### config.mk
export PLATFORM = sky130hd
export DESIGN_NAME = acc_exc_prio
export DESIGN_NICKNAME = d
export VERILOG_FILES = /design/src/rtl/acc_exc_pkg.sv /design/src/rtl/acc_exc_tiers.sv /design/src/rtl/acc_exc_chain.sv /design/src/rtl/acc_exc_prio.sv
export SDC_FILE = /design/constraint.sdc
export NUM_CORES = 1
export LEC_CHECK = 0
export BUFFER_PORTS_ARGS = -buffer_cell sky130_fd_sc_hd__buf_2
export CAP_MARGIN = 0
export CORE_AREA = 2 2 39 41
export DETAILED_ROUTE_END_ITERATION = 10
export DIE_AREA = 0 0 41 43
export MAX_ROUTING_LAYER = met4
export PLACE_DENSITY_LB_ADDON = 0.25
export SLEW_MARGIN = 20
export SYNTH_ARGS = -nofsm -noshare
export SYNTH_HDL_FRONTEND = slang
export SYNTH_SLANG_ARGS = --single-unit
export TNS_END_PERCENT = 20
### constraint.sdc
create_clock -name clk_i -period 1.5 [get_ports clk_i]
set_clock_uncertainty 0.2 [all_clocks]
set_input_delay 0.075 -clock clk_i [delete_from_list [all_inputs] [get_ports clk_i]]
set_output_delay 0.075 -clock clk_i [all_outputs]
set_load 0.005 [all_outputs]
### src/rtl/acc_exc_pkg.sv
package acc_exc_pkg;

    // attribute flag positions
    localparam int A_BUNDLE = 0;
    localparam int A_NOEXC  = 1;
    localparam int A_COND   = 2;
    localparam int A_FLOAT  = 3;
    localparam int A_MEDIA  = 4;
    localparam int A_FRACC  = 5;
    localparam int A_PRIV   = 6;
    localparam int A_MTRAP  = 7;
    localparam int ATTR_W   = 8;

    // status bit positions
    localparam int S_NOEXC_EN = 0;
    localparam int S_COND_EN  = 1;
    localparam int S_FLOAT_EN = 2;
    localparam int S_MEDIA_EN = 3;
    localparam int S_SUPER    = 4;
    localparam int STAT_W     = 5;

    // exception request bit positions
    localparam int E_ILLEGAL = 0;
    localparam int E_UNIMPL  = 1;
    localparam int E_FPOFF   = 2;
    localparam int E_MPOFF   = 3;
    localparam int E_PRIV    = 4;
    localparam int EXC_W     = 5;

    // priority tiers, highest first
    typedef enum int {
        T_BUNDLE = 0,
        T_NOEXC  = 1,
        T_COND   = 2,
        T_FLOAT  = 3,
        T_MEDIA  = 4,
        T_PRIV   = 5
    } tier_e;
    localparam int NUM_TIERS = 6;

    typedef struct packed {
        logic             vld;
        logic [EXC_W-1:0] exc;
    } rsp_t;

    function automatic logic [EXC_W-1:0] tier_exc(input int t);
        logic [EXC_W-1:0] v;
        v = '0;
        case (t)
            T_BUNDLE: v[E_ILLEGAL] = 1'b1;
            T_NOEXC:  v[E_UNIMPL]  = 1'b1;
            T_COND:   v[E_UNIMPL]  = 1'b1;
            T_FLOAT:  v[E_FPOFF]   = 1'b1;
            T_MEDIA:  v[E_MPOFF]   = 1'b1;
            T_PRIV:   v[E_PRIV]    = 1'b1;
            default:  v = '0;
        endcase
        return v;
    endfunction

endpackage

### src/rtl/acc_exc_tiers.sv
module acc_exc_tiers
    import acc_exc_pkg::*;
#(
    parameter int AW = ATTR_W,
    parameter int SW = STAT_W,
    parameter int NT = NUM_TIERS
) (
    input  logic [AW-1:0] attr_i,
    input  logic [SW-1:0] stat_i,
    output logic [NT-1:0] hit_o,
    output logic [NT-1:0] stop_o
);

    logic fp_off;
    logic mp_off;

    always_comb begin
        fp_off = ~stat_i[S_FLOAT_EN];
        mp_off = ~stat_i[S_MEDIA_EN];

        hit_o  = '0;
        stop_o = '0;

        hit_o[T_BUNDLE] = attr_i[A_BUNDLE];
        hit_o[T_NOEXC]  = attr_i[A_NOEXC] & ~stat_i[S_NOEXC_EN];
        hit_o[T_COND]   = attr_i[A_COND]  & ~stat_i[S_COND_EN];

        // gate tier: float support off ends the chain here
        hit_o[T_FLOAT]  = fp_off & (attr_i[A_FLOAT] | (attr_i[A_FRACC] & mp_off));
        stop_o[T_FLOAT] = fp_off;

        // gate tier: media support off ends the chain here
        hit_o[T_MEDIA]  = mp_off & (attr_i[A_MEDIA] | attr_i[A_MTRAP]);
        stop_o[T_MEDIA] = mp_off;

        hit_o[T_PRIV]   = attr_i[A_PRIV] & ~stat_i[S_SUPER];
    end

endmodule

### src/rtl/acc_exc_chain.sv
module acc_exc_chain #(
    parameter int NT = 6
) (
    input  logic [NT-1:0] hit_i,
    input  logic [NT-1:0] stop_i,
    output logic [NT-1:0] grant_o
);

    logic [NT:0] live;

    // a tier is reached only if no earlier tier hit or stopped the chain
    always_comb begin
        live[0] = 1'b1;
        for (int i = 0; i < NT; i++) begin
            grant_o[i] = live[i] & hit_i[i];
            live[i+1]  = live[i] & ~hit_i[i] & ~stop_i[i];
        end
    end

endmodule

### src/rtl/acc_exc_prio.sv
module acc_exc_prio
    import acc_exc_pkg::*;
#(
    parameter int AW = ATTR_W,
    parameter int SW = STAT_W,
    parameter int EW = EXC_W
) (
    input  logic          clk_i,
    input  logic          rst_i,
    input  logic          in_valid_i,
    input  logic [AW-1:0] attr_i,
    input  logic [SW-1:0] stat_i,
    output logic          rsp_valid_o,
    output logic [EW-1:0] exc_o
);

    localparam int NT = NUM_TIERS;

    logic [NT-1:0] hit;
    logic [NT-1:0] stop;
    logic [NT-1:0] grant;
    logic [EW-1:0] exc_map;

    rsp_t rsp_d;
    rsp_t rsp_q;

    acc_exc_tiers #(.AW(AW), .SW(SW), .NT(NT)) u_tiers (
        .attr_i (attr_i),
        .stat_i (stat_i),
        .hit_o  (hit),
        .stop_o (stop)
    );

    acc_exc_chain #(.NT(NT)) u_chain (
        .hit_i   (hit),
        .stop_i  (stop),
        .grant_o (grant)
    );

    // map the single granted tier onto its exception request
    always_comb begin
        exc_map = '0;
        for (int t = 0; t < NT; t++) begin
            if (grant[t]) exc_map = exc_map | tier_exc(t);
        end
    end

    always_comb begin
        rsp_d = '0;
        if (in_valid_i) begin
            rsp_d.vld = 1'b1;
            rsp_d.exc = exc_map;
        end
    end

    always_ff @(posedge clk_i) begin
        if (rst_i) rsp_q <= '0;
        else       rsp_q <= rsp_d;
    end

    assign rsp_valid_o = rsp_q.vld;
    assign exc_o       = rsp_q.exc;

endmodule

==> results list, run 1 <==
- Number of synthesis warnings: 0
- Number of I/O port buffers: 21
- The number of global-route vias before repair was 252.
- The routed layout has 262 vias.
- Final critical-path share of the clock period: 98.7%
- After technology mapping, the gate count stands at 21.
* Count of nets after finishing: 72
- Count of H-tree levels built during CTS: 1
- Total die area: 1760 um^2
* CTS buffer count: 3
- The detailed router put a total of 228 um of wire on met1.
- Area growth from synthesis to layout: 113%
* Slew of the pin with the lowest slew margin: 0.282 ns
- In this run the clock root is driven by a sky130_fd_sc_hd__clkbuf_4.
- Summed over all cells, the static leakage comes to 0.000257 uW.
- Overflow left after global routing: 0
- Syn Area/Cell: 10.4 um^2
* Top metal layer carrying routed signals: met3
- Worst Setup End Kind: flip-flop
* Required time of the critical path: 1.48 ns
* Vias per Instance: 3.74
* Proportion of layout cells with a drive suffix above 1: 50.0%
- Share of synthesized area occupied by flip-flops and latches: 55.2%
* DRC violations left: 0
- The pre-antenna-repair detailed-routing pass consisted of 3 iterations.
- The tightest hold path in the finished design has a slack of 0.0295 ns.
- Post-synth net total: 37
- In this run the power density over the cells is 787 nW/um^2.
* Highest achievable clock rate: 675 MHz
* Total of flip-flops plus latches after synthesis: 6
- The first global-routing pass estimated 910 um of wire.
- The clock passes through at most 2 buffers.
- Total number of placement rows: 14
- The library cell used most frequently in the layout, excluding fill and tap cells, is sky130_fd_sc_hd__buf_2.
- For this design the total switching power over the nets is 74.5 uW.
- The library cells used most frequently in the layout, excluding fill and tap cells, are sky130_fd_sc_hd__buf_2, sky130_fd_sc_hd__dlygate4sd3_1, sky130_fd_sc_hd__dfxtp_1.
- Switching share of total power: 20.4%
- For this run, the share of the core covered by cells in the final layout is 33.5%.
- Clock period minus final worst setup slack: 1.48 ns
* VDD IR max: 0.186 mV
* Crit path DAT: 1.47 ns
* Combinational group share of total power: 14.5%
* Effective utilization at floorplan: 15.7%
- Number of placed I/O pins: 22
* Kind of path behind the tightest hold check: input port to flip-flop
- Measured along the x axis, the die boundary spans 41 um.
- In this run, flip-flops and latches consume 45.2% of the power.
- In this run the tightest slew margin relative to its limit is 81.2%.
* Distinct cells, synth: 14
* Run status: finished, final reports clean
* Total count of hold-check failures in the final report: 0
* Post-synthesis cell area: 218 um^2
* 1st-iter DRT viols: 6
- Number of maximum-capacitance violations: 0
* Global routing usage summed across all routing layers: 8.02%
- After clock tree synthesis, the setup repair step added 0 buffers.
- The die is 43 um tall.
- STA classifies the critical path startpoint as an input port.
* Clock group share of total power: 40.3%
* Crit Path Class: input port to flip-flop
- Core box area: 1380 um^2
- Entering global routing, the biggest net connects 4 pins.
* Global placement routability congestion: 0.676
* TritonCTS clock tree: built
- Final wirelength: 583 um
- Max Transition Viols Final: 0
- Clock sink total: 6
- Clock transition at the register clock pins on the worst setup and hold paths after CTS: 0.04 ns
- Number of antenna violations at the first check in global routing: 0
* Total of endpoints with negative setup slack in the final report: 0
* Wire length on met3: 77 um
* Critical path fanouts, max: 3
- The repair_antennas step left the layout with diodes totalling 0.
- Internal Dissipation: 290 uW
- Setup repair after global routing could not meet its margin everywhere.
- Wire segments on met2 add up to 277 um in the final route.
* Routed length per instance: 8.33 um
* Number of routed nets with antenna violations: 0
path summary, 6_finish.rpt:
| path | startpoint | endpoint | cells past startpoint |
|---|---|---|---|
| max | stat_i[3] | exc_o[3]$_SDFF_PP0_ | 4 |
| min | attr_i[1] | exc_o[1]$_SDFF_PP0_ | 4 |
logic make-up (layout without fill, tap and decap cells):
| kind of cell | count (synthesis) | after routing | share of synthesized area, % |
|---|---|---|---|
| buffers and inverters | 2 | 35 | 3.45 |
| AND/OR/NAND/NOR | 10 | 10 | 31.6 |
| flip-flops | 6 | 6 | 55.2 |
| AO/OA/AOI/OAI | 3 | 3 | 9.77 |
metal layers:
layer / vias to the layer above / GRT usage (%)
met3: 0 / 2.09
met4: 0 / 8.00
met5: - / -
li1: 140 / -
met2: 13 / 10.6
met1: 109 / 8.97
cell usage after synthesis:
master | instances | area, um^2
sky130_fd_sc_hd__dfxtp_1 | 6 | 120
sky130_fd_sc_hd__inv_1 | 2 | 7.51
sky130_fd_sc_hd__nor3_1 | 2 | 10.0
sky130_fd_sc_hd__a21oi_1 | 1 | 5.00
sky130_fd_sc_hd__and2_1 | 1 | 6.26
sky130_fd_sc_hd__and2b_1 | 1 | 7.51
sky130_fd_sc_hd__and4bb_2 | 1 | 12.5
sky130_fd_sc_hd__nand2_1 | 1 | 3.75
sky130_fd_sc_hd__nand2b_1 | 1 | 6.26
sky130_fd_sc_hd__nor2_1 | 1 | 3.75
sky130_fd_sc_hd__nor2b_1 | 1 | 6.26
sky130_fd_sc_hd__nor3b_2 | 1 | 12.5
sky130_fd_sc_hd__o2111ai_1 | 1 | 8.76
sky130_fd_sc_hd__o21a_1 | 1 | 7.51
repair_timing:
action | CTS | global route
setup endpoints to repair | 0 | 2
resized for setup | 0 | 2
hold endpoints to repair | 6 | 0
hold buffers | 9 | 0
through the flow:
stage	TNS (ns)	setup WS [ns]	std cells	cell area, um^2	power [uW]
5_1_grt	-0.0153	-0.0153	70	463	387
3_3_place_gp	0	0.469	58	343	207
3_5_place_dp	0	0.457	58	343	206
6_report	0	0.0191	70	463	364
4_1_cts	0	0.0444	70	455	376
2_1_floorplan	0	0.659	21	218	181
layout make-up:
cell class | instances | area (um^2)
fill | 156 | 921
timing repair buffer | 30 | 198
sequential | 6 | 120
multi-input combinational | 13 | 95.1
clock buffer | 3 | 22.5
tap | 16 | 20.0
inverter | 2 | 7.51
power groups by stage:
stage / logic, uW / clock network, uW / registers (uW)
global route: 59.0 / 163 / 165
floorplan: 12.2 / 0 / 168
CTS: 52.3 / 159 / 165
detailed placement: 38.9 / 0 / 168
global placement: 39.5 / 0 / 168
finish: 52.9 / 147 / 165
state kept, by name (all words and copies together), names as in the netlist:
| name | count |
|---|---|
| rsp_valid_o | 1 |
| exc_o | 5 |
critical path, stage by stage:
cell	delay, ns
sky130_fd_sc_hd__dlygate4sd3_1	0.54
sky130_fd_sc_hd__buf_2	0.14
sky130_fd_sc_hd__nor3_1	0.16
sky130_fd_sc_hd__dlygate4sd3_1	0.56
No activity file was read; power rests on OpenSTA's default activity.
==> run 2, diff against run 1 <==
--- a/config.mk
+++ b/config.mk
@@ -8,6 +8,7 @@
 export BUFFER_PORTS_ARGS = -buffer_cell sky130_fd_sc_hd__buf_2
 export CAP_MARGIN = 0
 export CORE_AREA = 2 2 39 41
+export CTS_BUF_LIST = sky130_fd_sc_hd__clkbuf_8
 export DETAILED_ROUTE_END_ITERATION = 10
 export DIE_AREA = 0 0 41 43
 export MAX_ROUTING_LAYER = met4
==> results list, run 2 (synthesis gave the netlist of run 1 again) <==
- The remaining global-route overflow was 0 (unchanged).
- Area growth from synthesis to layout: 120% (was 113%)
- The combined flip-flop and latch cell area is 120 um^2 (unchanged).
- Y dimension of the die: 43 um (unchanged)
- Crit path DAT: 1.38 ns (was 1.47 ns)
* Internal Dissipation: 373 uW (was 290 uW)
- The final reports fail on negative hold slack.
* Global-route wire length before repair: 993 um (was 910 um)
- The number of slew-limit violations in the final report is 0 (unchanged).
* Source of the worst hold timing path: stat_i[2] (was attr_i[1])
- Highest achievable clock rate: 705 MHz (was 675 MHz)
- Total leakage power: 0.000240 uW (was 0.000257 uW)
- RSZ-0062 raised after global routing: no (was yes).
- The total global routing track utilization is 9.15% (was 8.02%).
- The part of the total power dissipated in the clock network was 52.1% (was 40.3%).
* VDD IR max: 0.224 mV (was 0.186 mV)
- DRT Pass-1 Iters: 4 (was 3)
- The width of the chip came to 41 um (unchanged).
- Root cell of the clock tree: sky130_fd_sc_hd__clkbuf_8 (was sky130_fd_sc_hd__clkbuf_4)
- The number of standard cells in the final layout excluding fillers came to 69 (was 70).
- Run status: finished, violations left (was finished, final reports clean)
* Count of nets after finishing: 71 (was 72)
* Cells along the critical path: dlygate4sd3_1 > nor3_2 > dlygate4sd3_1 (was dlygate4sd3_1 > buf_2 > nor3_1 > dlygate4sd3_1)
- Slew of the pin with the lowest slew margin: 0.319 ns (was 0.282 ns)
- The flip-flop count of the largest register, all copies and words added is 5 (unchanged).
* Final Core Density: 34.6% (was 33.5%)
- The worst-path maximum fanout came to 3 (unchanged).
- The cell row count is 14 (unchanged).
- The average wire length per cell after detail routing was 9.75 um (was 8.33 um).
* Crit path max-delay family: buffers and inverters (unchanged)
- The filler cell count in the final layout came to 154 (was 156).
- Pin count of the biggest net entering global routing: 4 (unchanged)
* Commonest cells after routing, fill and taps aside: sky130_fd_sc_hd__buf_2, sky130_fd_sc_hd__dlygate4sd3_1, sky130_fd_sc_hd__dfxtp_1 (unchanged)
* Number of maximum-capacitance violations: 0 (unchanged)
- Number of routed nets with antenna violations: 0 (unchanged)
- The TritonCTS clock tree was built (unchanged).
- Worst Setup End Kind: flip-flop (unchanged)
- The maximum root-to-sink buffer count is 2 (unchanged).
* Required time of the critical path: 1.46 ns (was 1.48 ns)
- Sum Neg Setup Slack: 0 ns (unchanged)
- The level count of the clock H-tree is 1 (unchanged).
- The count of antenna diodes in the layout is 0 (unchanged).
* Clock sink total: 6 (unchanged)
- Max-slew headroom: 78.7% (was 81.2%)
- The routability congestion estimate from global placement came to 0.676 (unchanged).
- Total of endpoints with negative setup slack in the final report: 0 (unchanged)
- The floorplan core area is 1380 um^2 (unchanged).
* Hold worst-path end: exc_o[4]$_SDFF_PP0_ (was exc_o[1]$_SDFF_PP0_)
- The number of input and output port buffers inserted came to 21 (unchanged).
* Total count of hold-check failures in the final report: 1 (was 0)
* Number of antenna violations at the first check in global routing: 0 (unchanged)
- The slowest cell on the critical path is sky130_fd_sc_hd__dlygate4sd3_1 (unchanged).
- The shortest period the worst path allows is 1.42 ns (was 1.48 ns).
* Clock transition at the register clock pins on the worst setup and hold paths after CTS: 0.04 ns (about the same)
- The area enclosed by the die boundary was 1760 um^2 (unchanged).
- Part of the total power dissipated in sequential elements: 35.8% (was 45.2%)
- The buffers inserted during post-CTS setup optimization came to 0 (unchanged).
- Worst Hold Margin: -0.0105 ns (was 0.0295 ns)
- Final wirelength: 673 um (was 583 um)
* Multi-input gate area in the final layout: 100 um^2 (was 95.1 um^2)
- Most common cell after layout, fill and taps aside: sky130_fd_sc_hd__buf_2 (unchanged)
- The number of global-route vias before repair came to 266 (was 252).
* Effective utilization at floorplan: 15.7% (unchanged)
- Buf/Inv on CP: 2 (was 3)
- The switching part of the total came to 19.1% (was 20.4%).
- The total power per unit cell area was 964 nW/um^2 (was 787 nW/um^2).
* CTS buffer count: 3 (unchanged)
- DRC violations left: 0 (unchanged)
* Kind of path behind the tightest hold check: input port to flip-flop (unchanged)
- The per-cell via count in the routed design is 4.10 (was 3.74).
* Startpoint Class: input port (unchanged)
- Vias: 283 (was 262)
- Worst path most repeated cell: sky130_fd_sc_hd__dlygate4sd3_1 (unchanged)
- Number of placed I/O pins: 22 (unchanged)
* Longest individual stage delay on the worst path: 0.59 ns (was 0.56 ns)
- The worst hold path stage count is 3 (was 4).
- 1st-iter DRT viols: 4 (was 6)
- Placed Instances: 58 (unchanged)
* Combinational group share of total power: 12.1% (was 14.5%)
- The reported net switching power is 88.4 uW (was 74.5 uW).
- The post-route clock period utilization is 94.6% (was 98.7%).
* Crit Path Class: input port to flip-flop (unchanged)
- The layout cell share with drive strength beyond 1 is 50.9% (was 50.0%).
-- run 2: cell types whose count changed in the layout (fill, tap and decap cells not counted) --
cell,delta
sky130_fd_sc_hd__nor3_2,+1
sky130_fd_sc_hd__dlymetal6s4s_1,-1
sky130_fd_sc_hd__clkbuf_8,+3
sky130_fd_sc_hd__clkbuf_4,-3
sky130_fd_sc_hd__nor3_1,-1
sky130_fd_sc_hd__dlygate4sd3_1,+1
sky130_fd_sc_hd__buf_2,-1
-- run 2: per-layer routing --
layer	track usage (%)	routed length, um	up-vias
met3	2.09	84	4
met2	11.6	304	19
met5	-	0	-
li1	-	-	136
met4	12.0	29	0
met1	9.62	254	124
-- run 2: stage by stage --
stage               setup slack, ns  instance area, um^2  power, uW
CTS                          0.0163                  474        468
detailed placement            0.457                  343        206
finish                       0.0809                  479        462
floorplan                     0.659                  218        181
global route                 0.0435                  479        481
global placement              0.469                  343        207
-- run 2: worst max-delay path by stage --
stage	start	to	cells past startpoint
2_1_floorplan	stat_i[1]	exc_o[2]$_SDFF_PP0_	3
3_3_place_gp	rst_i	exc_o[4]$_SDFF_PP0_	4
3_5_place_dp	rst_i	exc_o[4]$_SDFF_PP0_	4
6_report	stat_i[3]	exc_o[3]$_SDFF_PP0_	3
5_1_grt	rst_i	exc_o[3]$_SDFF_PP0_	5
4_1_cts	stat_i[3]	exc_o[3]$_SDFF_PP0_	4
-- run 2: worst min-delay path, cell delays in order --
cell	delay [ns]
sky130_fd_sc_hd__buf_2	0.10
sky130_fd_sc_hd__o2111ai_1	0.13
sky130_fd_sc_hd__nor3_2	0.06
-- run 2: layout make-up --
type	count	area share (%)
well taps	16	4.18
inverters	2	1.57
multi-input cells	13	20.9
repair buffers	29	39.7
flip-flops and latches	6	25.1
clock buffers	3	8.62
-- run 2: timing repair --
item	4_1_cts	5_1_grt
gates resized for setup	0	2
hold endpoints to repair	5	1
hold buffers	9	1
endpoints found under the setup margin	0	2
-- run 2: power groups by stage --
| stage | logic [uW] | registers (uW) | clock network [uW] |
|---|---|---|---|
| after CTS | 53.0 | 165 | 250 |
| after global placement | 39.5 | 168 | 0 |
| after detailed placement | 38.9 | 168 | 0 |
| final | 56.0 | 165 | 241 |
| after global routing | 61.7 | 166 | 254 |
| after floorplan | 12.2 | 168 | 0 |
==> run 3, diff against run 2 <==
--- a/config.mk
+++ b/config.mk
@@ -7,6 +7,8 @@
 export LEC_CHECK = 0
 export BUFFER_PORTS_ARGS = -buffer_cell sky130_fd_sc_hd__buf_2
 export CAP_MARGIN = 0
+export CELL_PAD_IN_SITES_DETAIL_PLACEMENT = 1
+export CELL_PAD_IN_SITES_GLOBAL_PLACEMENT = 2
 export CORE_AREA = 2 2 39 41
 export CTS_BUF_LIST = sky130_fd_sc_hd__clkbuf_8
 export DETAILED_ROUTE_END_ITERATION = 10
==> results list, run 3 (synthesis gave the netlist of run 1 again) <==
* Run status: finished, final reports clean (was finished, violations left)
- The remaining global-route overflow came to 0 (unchanged).
- Longest individual stage delay on the worst path: 0.54 ns (was 0.59 ns)
- The TritonCTS clock tree is built (unchanged).
- Required time of the critical path: 1.44 ns (was 1.46 ns)
* Length of routed wiring on met1: 252 um (was 254 um)
- The achievable clock frequency was 709 MHz (was 705 MHz).
* Clock sink total: 6 (unchanged)
* VDD IR max: 0.231 mV (was 0.224 mV)
* Routed length per instance: 9.87 um (was 9.75 um)
- Y dimension of the die: 43 um (unchanged)
- Instance area after placement: 343 um^2 (unchanged)
- The type of the tightest min-delay check was input port to flip-flop (unchanged).
- The routability congestion estimate from global placement came to 0.684 (was 0.676).
- Critical path fanouts, max: 3 (unchanged)
- The slowest cell on the critical path was sky130_fd_sc_hd__dlygate4sd3_1 (unchanged).
- Number of routed nets with antenna violations: 0 (unchanged)
- Power density over cell area: 931 nW/um^2 (was 964 nW/um^2)
* Core box area: 1380 um^2 (unchanged)
- Vias in the first global route: 328 (was 266)
- DRT Pass-1 Iters: 4 (unchanged)
* Final wirelength: 701 um (was 673 um)
- The wire length of the first global-routing pass came to 1160 um (was 993 um).
* Effective utilization at floorplan: 15.7% (unchanged)
* Max Transition Viols Final: 0 (unchanged)
* Startpoint Class: input port (unchanged)
- Final critical-path share of the clock period: 94.0% (was 94.6%)
- The clock transition time at the flip-flop clock pins of the worst setup and hold paths was 0.03 ns (was 0.04 ns).
- Final standard cell area without fillers: 497 um^2 (was 479 um^2)
- DRC violations left: 0 (unchanged)
* Top metal layer carrying routed signals: met4 (unchanged)
- The maximum root-to-sink buffer count was 2 (unchanged).
- Crit path max-delay family: buffers and inverters (unchanged)
- The slew of the pin with the lowest slew margin was 0.193 ns (was 0.319 ns).
- Number of maximum-capacitance violations: 0 (unchanged)
- The layout cell share with drive strength beyond 1 was 49.1% (was 50.9%).
* Vias: 279 (was 283)
- The met3 wirelength from detailed routing came to 39 um (was 84 um).
* Area growth from synthesis to layout: 128% (was 120%)
- The number of placed I/O pins came to 22 (unchanged).
- Final worst slack: 0.0897 ns (was 0.0809 ns)
* Global routing usage summed across all routing layers: 10.6% (was 9.15%)
- The per-cell via count in the routed design was 3.93 (was 4.10).
- The most common cell after layout, fill and taps aside is sky130_fd_sc_hd__buf_2 (unchanged).
- Post-DP HPWL: 493 um
* Count of H-tree levels built during CTS: 1 (unchanged)
- The worst slack at placement came to 0.393 ns (was 0.457 ns).
- The largest net degree at the start of global routing came to 4 (unchanged).
* Clock period minus final worst setup slack: 1.41 ns (was 1.42 ns)
- The master cell of the clock root buffer is sky130_fd_sc_hd__clkbuf_8 (unchanged).
- Max-slew headroom: 87.1% (was 78.7%)
- Number of flip-flops in the largest register: 5 (unchanged)
- Met2 wire length: 389 um (was 304 um)
- Count of nets after finishing: 73 (was 71)
- The cell row count was 14 (unchanged).
* Worst Setup End Kind: flip-flop (unchanged)
* Fillers: 175 (was 154)
- Number of I/O port buffers: 21 (unchanged)
* Sum Neg Setup Slack: 0 ns (unchanged)
- The iteration-0 DRC count of the detailed router came to 1 (was 4).
* Number of antenna violations at the first check in global routing: 0 (unchanged)
- Crit path DAT: 1.35 ns (was 1.38 ns)
- Number of buffers inserted to repair setup after CTS: 0 (unchanged)
- Total of endpoints with negative setup slack in the final report: 0 (unchanged)
- Total count of hold-check failures in the final report: 0 (was 1)
- The path type of the worst setup path is input port to flip-flop (unchanged).
* Total leakage power: 0.000245 uW (was 0.000240 uW)
* Worst Hold Margin: 0.0141 ns (was -0.0105 ns)
- The buffers plus inverters on the worst setup path is 2 (unchanged).
- CTS buffer count: 3 (unchanged)
- Commonest cells after routing, fill and taps aside: sky130_fd_sc_hd__buf_2, sky130_fd_sc_hd__dlygate4sd3_1, sky130_fd_sc_hd__dfxtp_1 (unchanged).
- The count of antenna diodes in the layout was 0 (unchanged).
- Die span in x: 41 um (unchanged)
- Cells along the critical path: dlygate4sd3_1 > buf_2 > nor3b_4 > o2111ai_2 > nor3_1 (was dlygate4sd3_1 > nor3_2 > dlygate4sd3_1)
- The area enclosed by the die boundary came to 1760 um^2 (unchanged).
## run 3: per-layer routing
metal  GRT usage [%]  vias up
met5               -        -
met4            12.0        0
met3            1.57        2
met2            15.6       14
met1            10.2      123
li1                -      140
## run 3: tightest hold or removal path, stage by stage
cell and delay (ns):
sky130_fd_sc_hd__buf_2 0.07, sky130_fd_sc_hd__nand2b_1 0.07, sky130_fd_sc_hd__o2111ai_2 0.11, sky130_fd_sc_hd__nor3_1 0.05
## run 3: report_power, final
group | switching (uW) | internal, uW | total (uW)
sequential | 0.726 | 165 | 165
combinational | 21.1 | 42.4 | 63.5
clock | 61.9 | 172 | 234
total | 83.7 | 379 | 462
## run 3: worst paths after layout
path | start | to | depth (start not counted)
max | rst_i | exc_o[4]$_SDFF_PP0_ | 5
min | attr_i[2] | exc_o[4]$_SDFF_PP0_ | 4
## run 3: cell type report
type	count	area, um^2	area share, %
Timing Repair Buffer	31	205	41.3
Sequential cell	6	120	24.2
Multi-Input combinational cell	13	103	20.7
Clock buffer	3	41.3	8.31
Tap cell	16	20.0	4.03
Inverter	2	7.51	1.51
## run 3: per-stage QoR
stage / cells / utilization (%) / power [uW]
floorplan: 21 / - / 181
global placement: 58 / 24.8 / 206
detailed placement: 58 / 24.8 / 207
CTS: 71 / 35.0 / 468
global route: 71 / 35.9 / 483
finish: 71 / 35.9 / 462
## run 3: timing repair
item                                    4_1_cts  5_1_grt
endpoints found under the setup margin        0        2
hold buffers                                 10        0
gates resized for setup                       0        2
hold endpoints to repair                      5        0
